**src/rtl/prg_map_pkg.sv**
```systemverilog
// Package: shared widths, register addresses and the mask table for the
// program bank mapper. Assumes byte-wide registers in a 16-bit address page.
package prg_map_pkg;

    localparam int CPU_AW    = 16;
    localparam int DATA_W    = 8;
    localparam int INNER_W   = 8;
    localparam int OUTER_W   = 4;
    localparam int REL_W     = 11;
    localparam int BANK_W    = INNER_W + OUTER_W;
    localparam int OFFSET_W  = 13;
    localparam int ROM_AW    = BANK_W + OFFSET_W;
    localparam int NUM_SLOTS = 4;
    localparam int SLOT_W    = $clog2(NUM_SLOTS);

    // Register addresses (software-visible layout)
    localparam logic [CPU_AW-1:0] RA_OUTER_GLB = 16'h4100;
    localparam logic [CPU_AW-1:0] RA_MODE      = 16'h4105;
    localparam logic [CPU_AW-1:0] RA_INNER0    = 16'h4107;
    localparam logic [CPU_AW-1:0] RA_INNER1    = 16'h4108;
    localparam logic [CPU_AW-1:0] RA_INNER2    = 16'h4109;
    localparam logic [CPU_AW-1:0] RA_MIDDLE    = 16'h410A;
    localparam logic [CPU_AW-1:0] RA_SIZE      = 16'h410B;
    localparam logic [CPU_AW-1:0] RA_OUTER01   = 16'h4110;
    localparam logic [CPU_AW-1:0] RA_OUTER2    = 16'h4111;
    localparam logic [CPU_AW-1:0] RA_EXT       = 16'h411C;
    localparam logic [CPU_AW-1:0] RA_REL_LO    = 16'h4127;
    localparam logic [CPU_AW-1:0] RA_REL_HI    = 16'h4128;

    // Control bit positions
    localparam int SWAP_BIT    = 6;
    localparam int SLOT2_EN    = 6;
    localparam int PERSLOT_BIT = 5;

    typedef struct packed {
        logic [DATA_W-1:0] outer_glb;
        logic [DATA_W-1:0] mode;
        logic [DATA_W-1:0] inner0;
        logic [DATA_W-1:0] inner1;
        logic [DATA_W-1:0] inner2;
        logic [DATA_W-1:0] middle;
        logic [DATA_W-1:0] size;
        logic [DATA_W-1:0] outer01;
        logic [DATA_W-1:0] outer2;
        logic [DATA_W-1:0] ext;
        logic [DATA_W-1:0] rel_lo;
        logic [DATA_W-1:0] rel_hi;
    } prg_regs_t;

    // Inner AND mask from the 3-bit size selector
    function automatic logic [INNER_W-1:0] inner_mask(input logic [2:0] sel);
        logic [INNER_W-1:0] m;
        if (sel == 3'd7) m = '1;
        else             m = 8'h3F >> sel;
        return m;
    endfunction

endpackage

```
**src/rtl/prg_bank_regs.sv**
```systemverilog
// Register file for the bank mapper. Decodes a single-cycle write strobe
// against the full 16-bit address; unused addresses are ignored. Read port
// is combinational and returns 0 for unused addresses.
module prg_bank_regs
    import prg_map_pkg::*;
(
    input  logic              clk,
    input  logic              rst_n,
    input  logic              wr_en,
    input  logic [CPU_AW-1:0] wr_addr,
    input  logic [DATA_W-1:0] wr_data,
    input  logic [CPU_AW-1:0] rd_addr,
    output logic [DATA_W-1:0] rd_data,
    output prg_regs_t         regs
);

    prg_regs_t regs_q;

    // Register update: clear on reset, load the addressed byte on a strobe
    always_ff @(posedge clk) begin
        if (!rst_n) begin
            regs_q <= '0;
        end else if (wr_en) begin
            case (wr_addr)
                RA_OUTER_GLB: regs_q.outer_glb <= wr_data;
                RA_MODE:      regs_q.mode      <= wr_data;
                RA_INNER0:    regs_q.inner0    <= wr_data;
                RA_INNER1:    regs_q.inner1    <= wr_data;
                RA_INNER2:    regs_q.inner2    <= wr_data;
                RA_MIDDLE:    regs_q.middle    <= wr_data;
                RA_SIZE:      regs_q.size      <= wr_data;
                RA_OUTER01:   regs_q.outer01   <= wr_data;
                RA_OUTER2:    regs_q.outer2    <= wr_data;
                RA_EXT:       regs_q.ext       <= wr_data;
                RA_REL_LO:    regs_q.rel_lo    <= wr_data;
                RA_REL_HI:    regs_q.rel_hi    <= wr_data;
                default:      ;
            endcase
        end
    end

    // Readback multiplexer
    always_comb begin
        case (rd_addr)
            RA_OUTER_GLB: rd_data = regs_q.outer_glb;
            RA_MODE:      rd_data = regs_q.mode;
            RA_INNER0:    rd_data = regs_q.inner0;
            RA_INNER1:    rd_data = regs_q.inner1;
            RA_INNER2:    rd_data = regs_q.inner2;
            RA_MIDDLE:    rd_data = regs_q.middle;
            RA_SIZE:      rd_data = regs_q.size;
            RA_OUTER01:   rd_data = regs_q.outer01;
            RA_OUTER2:    rd_data = regs_q.outer2;
            RA_EXT:       rd_data = regs_q.ext;
            RA_REL_LO:    rd_data = regs_q.rel_lo;
            RA_REL_HI:    rd_data = regs_q.rel_hi;
            default:      rd_data = '0;
        endcase
    end

    assign regs = regs_q;

    // a strobed write to slot-0 inner register lands on the next edge
    a_r11_write_lands: assert property (@(posedge clk) disable iff (!rst_n)
        ($past(rst_n) && $past(wr_en) && $past(wr_addr) == RA_INNER0)
            |-> regs_q.inner0 == $past(wr_data));

    // without a strobe no register changes
    a_r11_hold_no_write: assert property (@(posedge clk) disable iff (!rst_n)
        ($past(rst_n) && !$past(wr_en)) |-> $stable(regs_q));

    // the cycle after reset every register is zero
    a_r10_reset_clear: assert property (@(posedge clk)
        !$past(rst_n) |-> regs_q == '0);

endmodule

```
**src/rtl/prg_slot_mux.sv**
```systemverilog
// Per-slot source selection. Builds the inner and outer values for each of
// the four slots from the registers, then picks the slot addressed by the
// CPU (A14 inverted when the swap bit is set). Assumes NUM_SLOTS == 4.
module prg_slot_mux
    import prg_map_pkg::*;
(
    input  prg_regs_t          regs,
    input  logic [CPU_AW-1:0]  cpu_addr,
    output logic [INNER_W-1:0] inner_sel,
    output logic [OUTER_W-1:0] outer_sel
);

    localparam logic [INNER_W-1:0] FIXED_C = 8'hFE;
    localparam logic [INNER_W-1:0] FIXED_E = 8'hFF;

    logic [INNER_W-1:0] inner_v [NUM_SLOTS];
    logic [OUTER_W-1:0] outer_v [NUM_SLOTS];
    logic [SLOT_W-1:0]  slot;
    logic               swap;
    logic               slot2_en;
    logic               per_slot;
    logic [OUTER_W-1:0] outer_glb;

    assign swap      = regs.mode[SWAP_BIT];
    assign slot2_en  = regs.size[SLOT2_EN];
    assign per_slot  = regs.ext[PERSLOT_BIT];
    assign outer_glb = regs.outer_glb[DATA_W-1 -: OUTER_W];

    // Slot index from the CPU address; swap flips A14
    assign slot = {cpu_addr[14] ^ swap, cpu_addr[13]};

    for (genvar s = 0; s < NUM_SLOTS; s++) begin : g_slot
        if (s == 0) begin : g_s0
            // Slot 0 sources
            always_comb begin
                inner_v[s] = regs.inner0;
                outer_v[s] = per_slot ? regs.outer01[OUTER_W-1:0] : outer_glb;
            end
        end else if (s == 1) begin : g_s1
            // Slot 1 sources
            always_comb begin
                inner_v[s] = regs.inner1;
                outer_v[s] = per_slot ? regs.outer01[DATA_W-1 -: OUTER_W] : outer_glb;
            end
        end else if (s == 2) begin : g_s2
            // Slot 2 sources: fixed or selectable
            always_comb begin
                inner_v[s] = slot2_en ? regs.inner2 : FIXED_C;
                outer_v[s] = (per_slot && slot2_en) ? regs.outer2[OUTER_W-1:0] : outer_glb;
            end
        end else begin : g_s3
            // Slot 3 sources: always fixed last bank
            always_comb begin
                inner_v[s] = FIXED_E;
                outer_v[s] = outer_glb;
            end
        end
    end

    // Select the addressed slot
    always_comb begin
        inner_sel = inner_v[slot];
        outer_sel = outer_v[slot];
    end

endmodule

```
**src/rtl/prg_bank_compose.sv**
```systemverilog
// Bank number arithmetic: masks the inner value, fills cleared bits from
// the middle register, places the outer bank on top, then adds the
// relative offset with truncation to BANK_W bits. Purely combinational.
module prg_bank_compose
    import prg_map_pkg::*;
(
    input  logic [INNER_W-1:0] inner,
    input  logic [INNER_W-1:0] middle,
    input  logic [2:0]         mask_sel,
    input  logic [OUTER_W-1:0] outer,
    input  logic [REL_W-1:0]   rel,
    output logic [BANK_W-1:0]  bank
);

    logic [INNER_W-1:0] mask;
    logic [INNER_W-1:0] low;
    logic [BANK_W-1:0]  base;

    // Mask/fill/stack/add chain
    always_comb begin
        mask = inner_mask(mask_sel);
        low  = (inner & mask) | (middle & ~mask);
        base = {outer, low};
        bank = base + BANK_W'(rel);
    end

    // the mask table never yields a value outside the legal set
    always_comb begin
        a_r5_mask_legal: assert (mask == 8'hFF || mask == 8'h3F || mask == 8'h1F
            || mask == 8'h0F || mask == 8'h07 || mask == 8'h03 || mask == 8'h01
            || mask == 8'h00);
    end

endmodule

```
**src/rtl/prg_bank_mapper.sv**
```systemverilog
// Top of the program bank mapper: register file, slot source selection and
// bank arithmetic. Output address is combinational; rom_addr is meaningful
// only while rom_select is high.
module prg_bank_mapper
    import prg_map_pkg::*;
(
    input  logic              clk,
    input  logic              rst_n,
    input  logic              wr_en,
    input  logic [15:0]       wr_addr,
    input  logic [7:0]        wr_data,
    input  logic [15:0]       rd_addr,
    output logic [7:0]        rd_data,
    input  logic [15:0]       cpu_addr,
    output logic [24:0]       rom_addr,
    output logic              rom_select
);

    prg_regs_t          regs;
    logic [INNER_W-1:0] inner_sel;
    logic [OUTER_W-1:0] outer_sel;
    logic [BANK_W-1:0]  bank;
    logic [REL_W-1:0]   rel;

    prg_bank_regs u_regs (
        .clk     (clk),
        .rst_n   (rst_n),
        .wr_en   (wr_en),
        .wr_addr (wr_addr),
        .wr_data (wr_data),
        .rd_addr (rd_addr),
        .rd_data (rd_data),
        .regs    (regs)
    );

    prg_slot_mux u_mux (
        .regs      (regs),
        .cpu_addr  (cpu_addr),
        .inner_sel (inner_sel),
        .outer_sel (outer_sel)
    );

    assign rel = {regs.rel_hi[REL_W-DATA_W-1:0], regs.rel_lo};

    prg_bank_compose u_comp (
        .inner    (inner_sel),
        .middle   (regs.middle),
        .mask_sel (regs.size[2:0]),
        .outer    (outer_sel),
        .rel      (rel),
        .bank     (bank)
    );

    // Output address formation
    assign rom_addr   = {bank, cpu_addr[OFFSET_W-1:0]};
    assign rom_select = cpu_addr[CPU_AW-1];

    // slot 3 with the default mask and no offset lands on inner $3F
    a_r3_last_fixed: assert property (@(posedge clk) disable iff (!rst_n)
        (rom_select && (cpu_addr[14] ^ regs.mode[SWAP_BIT]) && cpu_addr[13]
         && regs.size[2:0] == 3'd0 && rel == '0) |-> rom_addr[18:13] == 6'h3F);

    // with shared outer mode and zero offset, top bits follow $4100[7:4]
    a_r7_outer_global: assert property (@(posedge clk) disable iff (!rst_n)
        (rom_select && !regs.ext[PERSLOT_BIT] && rel == '0)
            |-> rom_addr[24:21] == regs.outer_glb[7:4]);

    // mask 7 passes the slot-0 inner register straight through
    a_r5_full_mask: assert property (@(posedge clk) disable iff (!rst_n)
        (rom_select && !(cpu_addr[14] ^ regs.mode[SWAP_BIT]) && !cpu_addr[13]
         && regs.size[2:0] == 3'd7 && rel == '0) |-> rom_addr[20:13] == regs.inner0);

    // in-bank offset is the low CPU address bits
    a_r1_offset_passthru: assert property (@(posedge clk) disable iff (!rst_n)
        rom_select |-> rom_addr[12:0] == cpu_addr[12:0]);

endmodule

```
**config.mk**
```make
export PLATFORM = sky130hd
export DESIGN_NAME = prg_bank_mapper
export DESIGN_NICKNAME = d
export VERILOG_FILES = /design/src/rtl/prg_map_pkg.sv /design/src/rtl/prg_bank_regs.sv /design/src/rtl/prg_slot_mux.sv /design/src/rtl/prg_bank_compose.sv /design/src/rtl/prg_bank_mapper.sv
export SDC_FILE = /design/constraint.sdc
export NUM_CORES = 1
export LEC_CHECK = 0
export BUFFER_PORTS_ARGS = -buffer_cell sky130_fd_sc_hd__buf_2
export CORE_UTILIZATION = 45
export DETAILED_ROUTE_END_ITERATION = 8
export MAX_ROUTING_LAYER = met4
export PLACE_DENSITY = 0.77
export SKIP_LAST_GASP = 1
export SLEW_MARGIN = 25
export SYNTH_ARGS = -nofsm -noshare
export SYNTH_HDL_FRONTEND = slang
export SYNTH_SLANG_ARGS = --single-unit
export TNS_END_PERCENT = 30
```
**constraint.sdc**
```tcl
create_clock -name clk -period 6.7 [get_ports clk]
set_input_delay 1.34 -clock clk [delete_from_list [all_inputs] [get_ports clk]]
set_output_delay 1.34 -clock clk [all_outputs]
set_load 0.01 [all_outputs]
```
Yosys cells after proc, flatten, opt, wreduce, memory -nomap -nowiden. Cells that the tools add are included.

Output and inout port bits: 34. Bits in writable memories: 0. Bits in registers: 96. Bits in read-only memories: 0. Input port bits: 59. Word-level logic and storage cells: 71. Latch bits: 0. Memories: 0.

Reduce and logical (&&, ||, !) cells: 13. Multiply operators: 0. Equal/unequal tests: 25. Shifts and indexed selects: 1. Bitwise logic cells: 6. Add/sub/neg operators: 1. Div/mod/pow operators: 0. Multiplexer cells: 12. Order comparisons: 1.

Operators by type and width (count): equality test 16 x 15 -> 1 bit, second input constant (24); one-hot mux 8 bit (12 select lines) (1); two-way mux 8 bit (4); AND reduction 2 bit (12); two-way mux 4 bit (5); bitwise AND 8 bit (2); binary-select mux 8 bit (select 2 bit) (1); adder 12 x 11 -> 12 bit (1); binary-select mux 4 bit (select 2 bit) (1); inverter 8 bit (1); bitwise OR 8 bit (1); >> shifter 6 x 3 -> 8 bit, first input constant (1); equality test 3 bit, second input constant (1); greater-or-equal comparator 3 bit, second input constant (1); inverter 2 -> 3 bit (1); logical AND 1 bit (1); bitwise XOR 1 bit (1).

Depth between registers and ports, before layout. Gate-level depths: netlist of the first run.

Depth after elaboration: 8. Gate-level depth with buffers: 13. Gate-level depth less buffers: 12.

Cells and area by module. From an unflattened synthesis of the first run, not the netlist that was laid out.

Cell total of the unflattened synthesis: 610. Area, all modules: 5843.1 um^2.

Modules (own cells, without submodules): prg_bank_regs (cells each 458, sequential area each 1921.8 um^2, area each 4670.7 um^2, instances 1); prg_bank_compose (cells each 84, sequential area each 0.0 um^2, area each 669.4 um^2, instances 1); prg_slot_mux (cells each 54, sequential area each 0.0 um^2, area each 397.9 um^2, instances 1); prg_bank_mapper (cells each 14, sequential area each 0.0 um^2, area each 105.1 um^2, instances 1).

Worst setup path after synthesis of the first run. Ideal clock, no wire load.

Path kind: input-to-output. Start: input port cpu_addr[13]. End: output port rom_addr[24]. Stages: 11. Data arrival time: 3.944 ns. Required time: 5.360 ns. Path buffers: 2. Setup slack: 1.416 ns. Path through: clkbuf_1 > clkbuf_1 > mux2_2 > o221ai_1 > o21ai_0 > ha_1 > nand3_1 > o211ai_1 > o41ai_1 > o21ai_0 > xnor2_1.

Word-level cells in the longest chain between the ends: 7. Elaborated cells between the ends (all ways): 10. Classes of those cells: 1 x add/sub; 6 x mux; 3 x bitwise.

Ends and longest elaborated chain: start, declared (line prg_bank_mapper.sv:14) `input logic [15:0] cpu_addr,`; inverter 2 -> 3 bit (not written as such) (*) (line prg_slot_mux.sv:62, prg_slot_mux.sv:63); binary-select mux 8 bit (select 2 bit) (line prg_slot_mux.sv:62) `inner_sel = inner_v[slot];`; two-way mux 8 bit (not written as such) (2 in a row) (line prg_slot_mux.sv:62); bitwise AND 8 bit (line prg_bank_compose.sv:22) `low = (inner & mask) | (middle & ~mask);`; bitwise OR 8 bit (line prg_bank_compose.sv:22); adder 12 x 11 -> 12 bit (*) (line prg_bank_compose.sv:24) `bank = base + BANK_W'(rel);`; end, declared (line prg_bank_mapper.sv:15) `output logic [24:0] rom_addr,`.

Mark *: on every way between the ends. The rest lies on a longest branch, timed or not. The select of a mux whose other input is x is not followed.

Worst setup path after layout of the first run.
Start: input port cpu_addr[14]. End: output port rom_addr[24].

Word-level cells in the longest chain between the ends: 8. Elaborated cells between the ends (all ways): 11. Classes of those cells: 1 x add/sub; 6 x mux; 4 x bitwise.

Ends and longest elaborated chain: bitwise XOR 1 bit (*) (line prg_slot_mux.sv:30) `assign slot = {cpu_addr[14] ^ swap, cpu_addr[13]};`; inverter 2 -> 3 bit (not written as such) (*) (line prg_slot_mux.sv:62, prg_slot_mux.sv:63); binary-select mux 8 bit (select 2 bit) (line prg_slot_mux.sv:62); two-way mux 8 bit (not written as such) (2 in a row) (line prg_slot_mux.sv:62); bitwise AND 8 bit (line prg_bank_compose.sv:22); bitwise OR 8 bit (line prg_bank_compose.sv:22); adder 12 x 11 -> 12 bit (*) (line prg_bank_compose.sv:24).

Marked as above.

==> results of run 1 <==
-- per-layer routing --
layer  up-vias  part of all wire (%)  GRT usage (%)
li1       2345                     -              -
met4         0                   2.2           8.25
met5         -                     0              -
met2       229                    47           46.1
met3        37                   7.3           4.25
met1      2475                    44           38.2
-- critical path, delay by kind of cell --
family,cells,cell delay (ns)
compound gates,5,1.24
simple gates,2,0.55
buf+inv,3,0.47
xor+xnor,2,0.33
mux,1,0.31
fa+ha+maj,1,0.28
-- stage by stage --
| step | hold slack (ns) | cells | utilization (%) | instance area (µm²) |
|---|---|---|---|---|
| 5_1_grt | 0.495 | 836 | 51.9 | 6250 |
| 2_1_floorplan | 0.433 | 627 | - | 5590 |
| 6_report | 0.473 | 836 | 51.9 | 6250 |
| 3_5_place_dp | 0.456 | 820 | 49.4 | 5960 |
| 3_3_place_gp | 0.453 | 820 | 49.4 | 5960 |
| 4_1_cts | 0.471 | 836 | 51.8 | 6250 |
-- power groups by stage --
stage	logic, W	registers [W]	clock network [W]
floorplan	0.0000485	0.000583	0
global placement	0.0000769	0.000583	0
detailed placement	0.0000798	0.000583	0
CTS	0.0000800	0.000570	0.000508
global route	0.0000871	0.000570	0.000530
finish	0.0000817	0.000570	0.000504
-- final timing paths --
path	startpoint	depth (start not counted)	to	slack (ns)
max	cpu_addr[14]	14	rom_addr[24]	0.85
min	u_regs.regs[20]	2	u_regs.regs[20]	0.47
max reg2reg	u_regs.regs[42]	2	u_regs.regs[42]	5.77
min reg2reg	u_regs.regs[20]	2	u_regs.regs[20]	0.47
-- area by class of cell --
class	instances	area, µm²
Clock inverter	7	66.3
Timing Repair Buffer	71	373
Fill cell	1138	5810
Tap cell	168	210
Clock buffer	9	225
Multi-Input combinational cell	473	3410
Inverter	12	45.0
Sequential cell	96	1920
-- Yosys cell counts, drive strengths merged, types with 12 or more instances --
master / count
and3: 20
clkbuf: 27
buf: 19
o21ai: 17
dfxtp: 96
a21oi: 12
mux2i: 90
inv: 12
nand2: 60
nor2b: 53
nand3: 43
a22oi: 17
nand4: 14
nor2: 21
-- cells by family (layout without fill, tap and decap cells) --
| family | count (synthesis) | after routing | share of synthesized area [%] |
|---|---|---|---|
| mux | 100 | 100 | 18.1 |
| simple gates | 253 | 253 | 26.2 |
| xor+xnor | 13 | 13 | 2.04 |
| buf+inv | 58 | 99 | 4.97 |
| flops | 96 | 96 | 34.4 |
| fa+ha+maj | 12 | 12 | 2.82 |
| compound gates | 95 | 95 | 11.5 |
==> results.py, run 1 <==
metrics = {
    "worst_setup_path": {
        "crit_type": "input pin to output pin",
        "crit_path_max_incr_delay_ns": 0.59,
        "path_cells": "buf_2 > xor2_1 > buf_4 > nand3b_1 > nor2_1 > a21oi_1 > mux2_2 > ha_1 > a21oi_1 > o211ai_1 > o41ai_1 > o21ai_0 > xnor2_1 > buf_2",
        "slowest_stage": "o41ai_1",
        "cp_max_fo": 11,
        "critPathLaunchType": "input pin",
        "arrival_ns": 4.51,
        "endpoint_kind": "output pin",
        "crit_required_ns": 5.36,
    },
    "layout": {
        "final_common_cell": "dfxtp_1",
        "nNetsFinal": 734,
        "largest_reg_flops": 96,
        "diodes": 0,
        "syn_to_final_growth_pct": 11.8,
        "final_cell_mix": "dfxtp_1, mux2i_1, buf_2",
        "drive_gt1_share_pct": 17.4,
    },
    "global_routing": {
        "grt-ovfl-total": 0,
        "grt_pass1_wl_mm": 27.2,
        "grt_max_degree": 105,
        "grt_pass1_vias": 4782,
        "grt.total_usage_pct": 29.0,
        "antenna_found_initial": 0,
    },
    "die": {
        "ios": 93,
        "rows": 40,
        "die_h_um": 113,
        "die-area_um2": 12900,
        "start_util_pct": 46.4,
        "die_w_um": 113,
        "fp.coreArea_um2": 12100,
    },
    "sta": {
        "rsz0062_at_grt": "false",
        "fin_ws_ns": 0.847,
        "finClkSkew_ns": 0,
        "fin_tns_setup_ns": 0,
        "slew_headroom_pct": 18.9,
        "drv_slew": 0,
        "post-route-period-util_pct": 87.4,
        "max_slew.worst_pin.slew_ns": 1.19,
        "hold_viol_final": 0,
        "finalSetupViolations": 0,
        "min_period_ns": 5.85,
        "fmaxAchievable_mhz": 171,
    },
    "power": {
        "leakagePower_nw": 2.34,
        "peakVddDrop_mv": 0.134,
        "power_density_nw_per_um2": 185,
        "combPwrFrac_pct": 7.1,
        "p_total_w": 0.00116,
        "p_sw_share_pct": 25.8,
        "seq_power_share_pct": 49.3,
        "p_int_w": 0.000858,
        "p_sw_w": 0.000298,
        "clock_power_share_pct": 43.6,
    },
    "logic_synthesis": {
        "synth-seq-cells": 96,
        "synthArstFlopShare_pct": 0,
        "synthCells": 627,
        "avgSynthCellArea_um2": 8.92,
        "synth-main-ff-cell": "dfxtp_1",
        "synthTopCellsByArea": "dfxtp_1, mux2i_1, nor2b_1",
        "ys_seq_area_share_pct": 34.4,
        "yosysUniqueCellTypes": 62,
        "synth-edff-count": 0,
        "synthesis.area_um2": 5590,
        "synth_fp_nets": 698,
        "yosysWarnings": 0,
        "synth_top_area_share_pct": 34.4,
        "yosys.area.top_type": "dfxtp_1",
    },
    "clock_tree": {
        "hold_buffers": 0,
        "cts_buffers": 9,
        "root_buffer": "clkbuf_16",
        "cts_setup_buffers": 0,
        "clk_latency_ns": 0.35,
        "cts_resized": 0,
        "cts-htree-levels": 3,
        "cts_tree": "built",
        "clock_sinks": 96,
        "path_clk_slew_ns": 0.07,
        "cts.path.max_buffers": 2,
    },
    "routing": {
        "drc_errors": 0,
        "drt_pass1_iterations": 5,
        "wl_per_cell_um": 21.1,
        "vias_per_cell": 6.08,
        "first_iter_violations": 540,
        "antenna_left": 0,
        "wl_mm": 17.7,
        "routed-via-count": 5086,
    },
    "placed_design": {
        "routabilityCongestion": 1.04,
        "dp_hpwl_mm": 13.3,
        "preCtsSetupSlack_ns": 0.940,
        "io_buffers": 64,
    },
    "run": {
        "cap_viol_max_count": 0,
    },
    "worst_hold_path": {
        "hold_class": "flop to flop",
    },
    "run_status": {
        "status": "complete, no violations",
    },
}
No activity file was read; power rests on OpenSTA's default activity.
==> inputs of run 2 (changes only) <==
--- a/config.mk
+++ b/config.mk
@@ -5,10 +5,10 @@
 export SDC_FILE = /design/constraint.sdc
 export NUM_CORES = 1
 export LEC_CHECK = 0
+export ABC_AREA = 1
 export BUFFER_PORTS_ARGS = -buffer_cell sky130_fd_sc_hd__buf_2
 export CORE_UTILIZATION = 45
 export DETAILED_ROUTE_END_ITERATION = 8
-export MAX_ROUTING_LAYER = met4
 export PLACE_DENSITY = 0.77
 export SKIP_LAST_GASP = 1
 export SLEW_MARGIN = 25
==> constraint.sdc (replaced) <==
create_clock -name clk -period 6.7 [get_ports clk]
set_input_delay 1.34 -clock clk [delete_from_list [all_inputs] [get_ports clk]]
set_output_delay 1.34 -clock clk [all_outputs]
set_load 0.1 [all_outputs]
==> run 2 against run 1 <==
Compared with the run above:
- synthesized cell count up 57%
- flip-flop and latch count unchanged
- first-iteration DRC count up 44%
- via count up 26%
- core utilization down 0.33 points
- setup slack better by 0.27 ns
- sequential share of layout area down 1.6 points
- critical path type unchanged
- critical endpoint unchanged
==> results.py, run 2 <==
metrics = {
    "run_status": {
        "status": "complete, no violations",
    },
    "sta": {
        "finClkSkew_ns": 0,
        "hold_viol_final": 0,
        "drv_slew": 0,
        "min_period_ns": 5.59,
        "rsz0062_at_grt": "false",
        "post-route-period-util_pct": 83.4,
        "max_slew.worst_pin.slew_ns": 1.02,
        "finalSetupViolations": 0,
        "fin_tns_setup_ns": 0,
        "slew_headroom_pct": 32.0,
        "fmaxAchievable_mhz": 179,
    },
    "routing": {
        "wl_per_cell_um": 16.0,
        "first_iter_violations": 777,
        "antenna_left": 0,
        "routed-via-count": 6386,
        "vias_per_cell": 5.36,
        "drc_errors": 0,
        "drt_pass1_iterations": 6,
        "wl_mm": 19.0,
    },
    "logic_synthesis": {
        "synth_simple_gate_area_share_pct": 45.1,
        "synth_xor_area_share_pct": 1.44,
        "synthCells": 983,
        "synth-compound-area-share_pct": 9.67,
        "synthMuxAreaShare_pct": 0,
        "synth-edff-count": 0,
        "synth-main-ff-cell": "dfxtp_1",
        "yosys.area.top_type": "dfxtp_1",
        "synth-seq-cells": 96,
        "yosysUniqueCellTypes": 35,
        "avgSynthCellArea_um2": 6.11,
        "yosysWarnings": 0,
        "synth_top_family_by_area": "simple AND/OR/NAND/NOR gates",
        "yosysMostFrequentCell": "nor2_1",
        "synthArstFlopShare_pct": 0,
        "synthAdderAreaFrac_pct": 2.63,
        "yosys-top-cells-count": "nor2_1, nand2_1, nand3_1",
        "synthesis.area_um2": 6010,
        "ys_seq_area_share_pct": 32.0,
        "synthTopCellsByArea": "dfxtp_1, nor2_1, nand2_1",
        "synth_top_area_share_pct": 32.0,
        "synth_fp_nets": 1054,
    },
    "worst_setup_path": {
        "cp_max_fo": 14,
        "critPathLaunchType": "input pin",
        "crit_required_ns": 5.36,
        "arrival_ns": 4.25,
        "endpoint_kind": "output pin",
        "crit_type": "input pin to output pin",
    },
    "global_routing": {
        "grt.total_usage_pct": 27.9,
        "grt_max_degree": 97,
        "grt_pass1_wl_mm": 29.9,
        "grt-ovfl-total": 0,
        "antenna_found_initial": 0,
        "grt_pass1_vias": 5585,
    },
    "layout": {
        "final_cell_mix": "nor2_1, nand2_1, nand3_1",
        "nNetsFinal": 1085,
        "syn_to_final_growth_pct": 10.0,
        "stdcell_area_um2": 6610,
        "final_common_cell": "nor2_1",
        "drive_gt1_share_pct": 10.7,
        "nFillCells": 1375,
        "diodes": 0,
        "largest_reg_flops": 96,
    },
    "worst_hold_path": {
        "hold_class": "flop to flop",
    },
    "placed_design": {
        "dp_hpwl_mm": 13.8,
        "placed_cell_area_um2": 6310,
        "io_buffers": 64,
        "routabilityCongestion": 1.01,
    },
    "power": {
        "clock_power_share_pct": 43.0,
        "p_sw_w": 0.000319,
        "power_density_nw_per_um2": 183,
        "peakVddDrop_mv": 0.104,
        "seq_power_share_pct": 47.1,
        "combPwrFrac_pct": 10.0,
        "p_int_w": 0.000891,
        "leakagePower_nw": 3.08,
        "p_sw_share_pct": 26.4,
    },
    "clock_tree": {
        "path_clk_slew_ns": 0.07,
        "cts_setup_buffers": 0,
        "root_buffer": "clkbuf_16",
        "cts-htree-levels": 3,
        "clk_latency_ns": 0.35,
        "hold_buffers": 0,
        "cts_buffers": 9,
        "cts_resized": 0,
        "cts.path.max_buffers": 2,
        "clock_sinks": 96,
        "cts_tree": "built",
    },
    "run": {
        "cap_viol_max_count": 0,
    },
    "die": {
        "fp.coreArea_um2": 12800,
        "die_w_um": 118,
        "start_util_pct": 46.8,
        "die-area_um2": 13800,
        "rows": 41,
        "ios": 93,
        "die_h_um": 118,
    },
}
-- run 2: worst paths after layout --
kind / from / end / slack (ns) / cells past startpoint
setup / recovery: cpu_addr[13] / rom_addr[24] / 1.11 / 15
hold / removal: u_regs.regs[84] / u_regs.regs[84] / 0.48 / 2
setup reg to reg: u_regs.regs[21] / u_regs.regs[21] / 5.84 / 2
hold reg to reg: u_regs.regs[84] / u_regs.regs[84] / 0.48 / 2
-- run 2: kinds of logic (layout without fill, tap and decap cells) --
family,Yosys count,in the layout
AND/OR/NAND/NOR,632,632
flip-flops,96,96
buffers and inverters,123,159
AO/OA/AOI/OAI,111,111
adder cells (fa/ha/maj),12,12
XOR/XNOR,9,9
-- run 2: routing by layer --
metal / routed length [µm] / GRT usage [%]
met5: 0 / 0
met4: 488 / 11.0
met1: 8350 / 37.6
met2: 8640 / 45.1
met3: 1510 / 3.68
-- run 2: layout make-up --
cell class,count,area [µm²],area share [%]
Multi-Input combinational cell,764,3540,53.5
Clock buffer,9,225,3.41
Tap cell,172,215,3.26
Timing Repair Buffer,66,348,5.26
Clock inverter,7,71.3,1.08
Sequential cell,96,1920,29.1
Inverter,77,289,4.37
-- run 2: through the flow --
step           setup slack (ns)  hold slack (ns)  std cells  utilization (%)  total power [W]
2_1_floorplan             0.723            0.456        983                -         0.000702
3_3_place_gp               1.22            0.464       1175             49.2         0.000702
3_5_place_dp               1.18            0.474       1175             49.2         0.000702
4_1_cts                    1.17            0.487       1191             51.5          0.00121
5_1_grt                   0.770            0.508       1191             51.5          0.00125
6_report                   1.11            0.484       1191             51.5          0.00121
-- run 2: power groups by stage --
stage	sequential (W)	clock, W	combinational [W]
global route	0.000570	0.000547	0.000132
detailed placement	0.000583	0	0.000119
CTS	0.000570	0.000523	0.000119
finish	0.000570	0.000520	0.000121
floorplan	0.000583	0	0.000119
global placement	0.000583	0	0.000118
-- run 2: critical path, stage by stage --
cell     delay, ns
buf_2         0.17
inv_1         0.33
nand2_1       0.29
o31ai_1       0.51
a21oi_1       0.13
ha_1          0.29
nand2_1       0.06
o21ai_0       0.26
nand2_1       0.09
nand2_1       0.11
nand2_1       0.08
nand2_1       0.06
nand2_1       0.05
nand2_1       0.05
buf_2         0.42
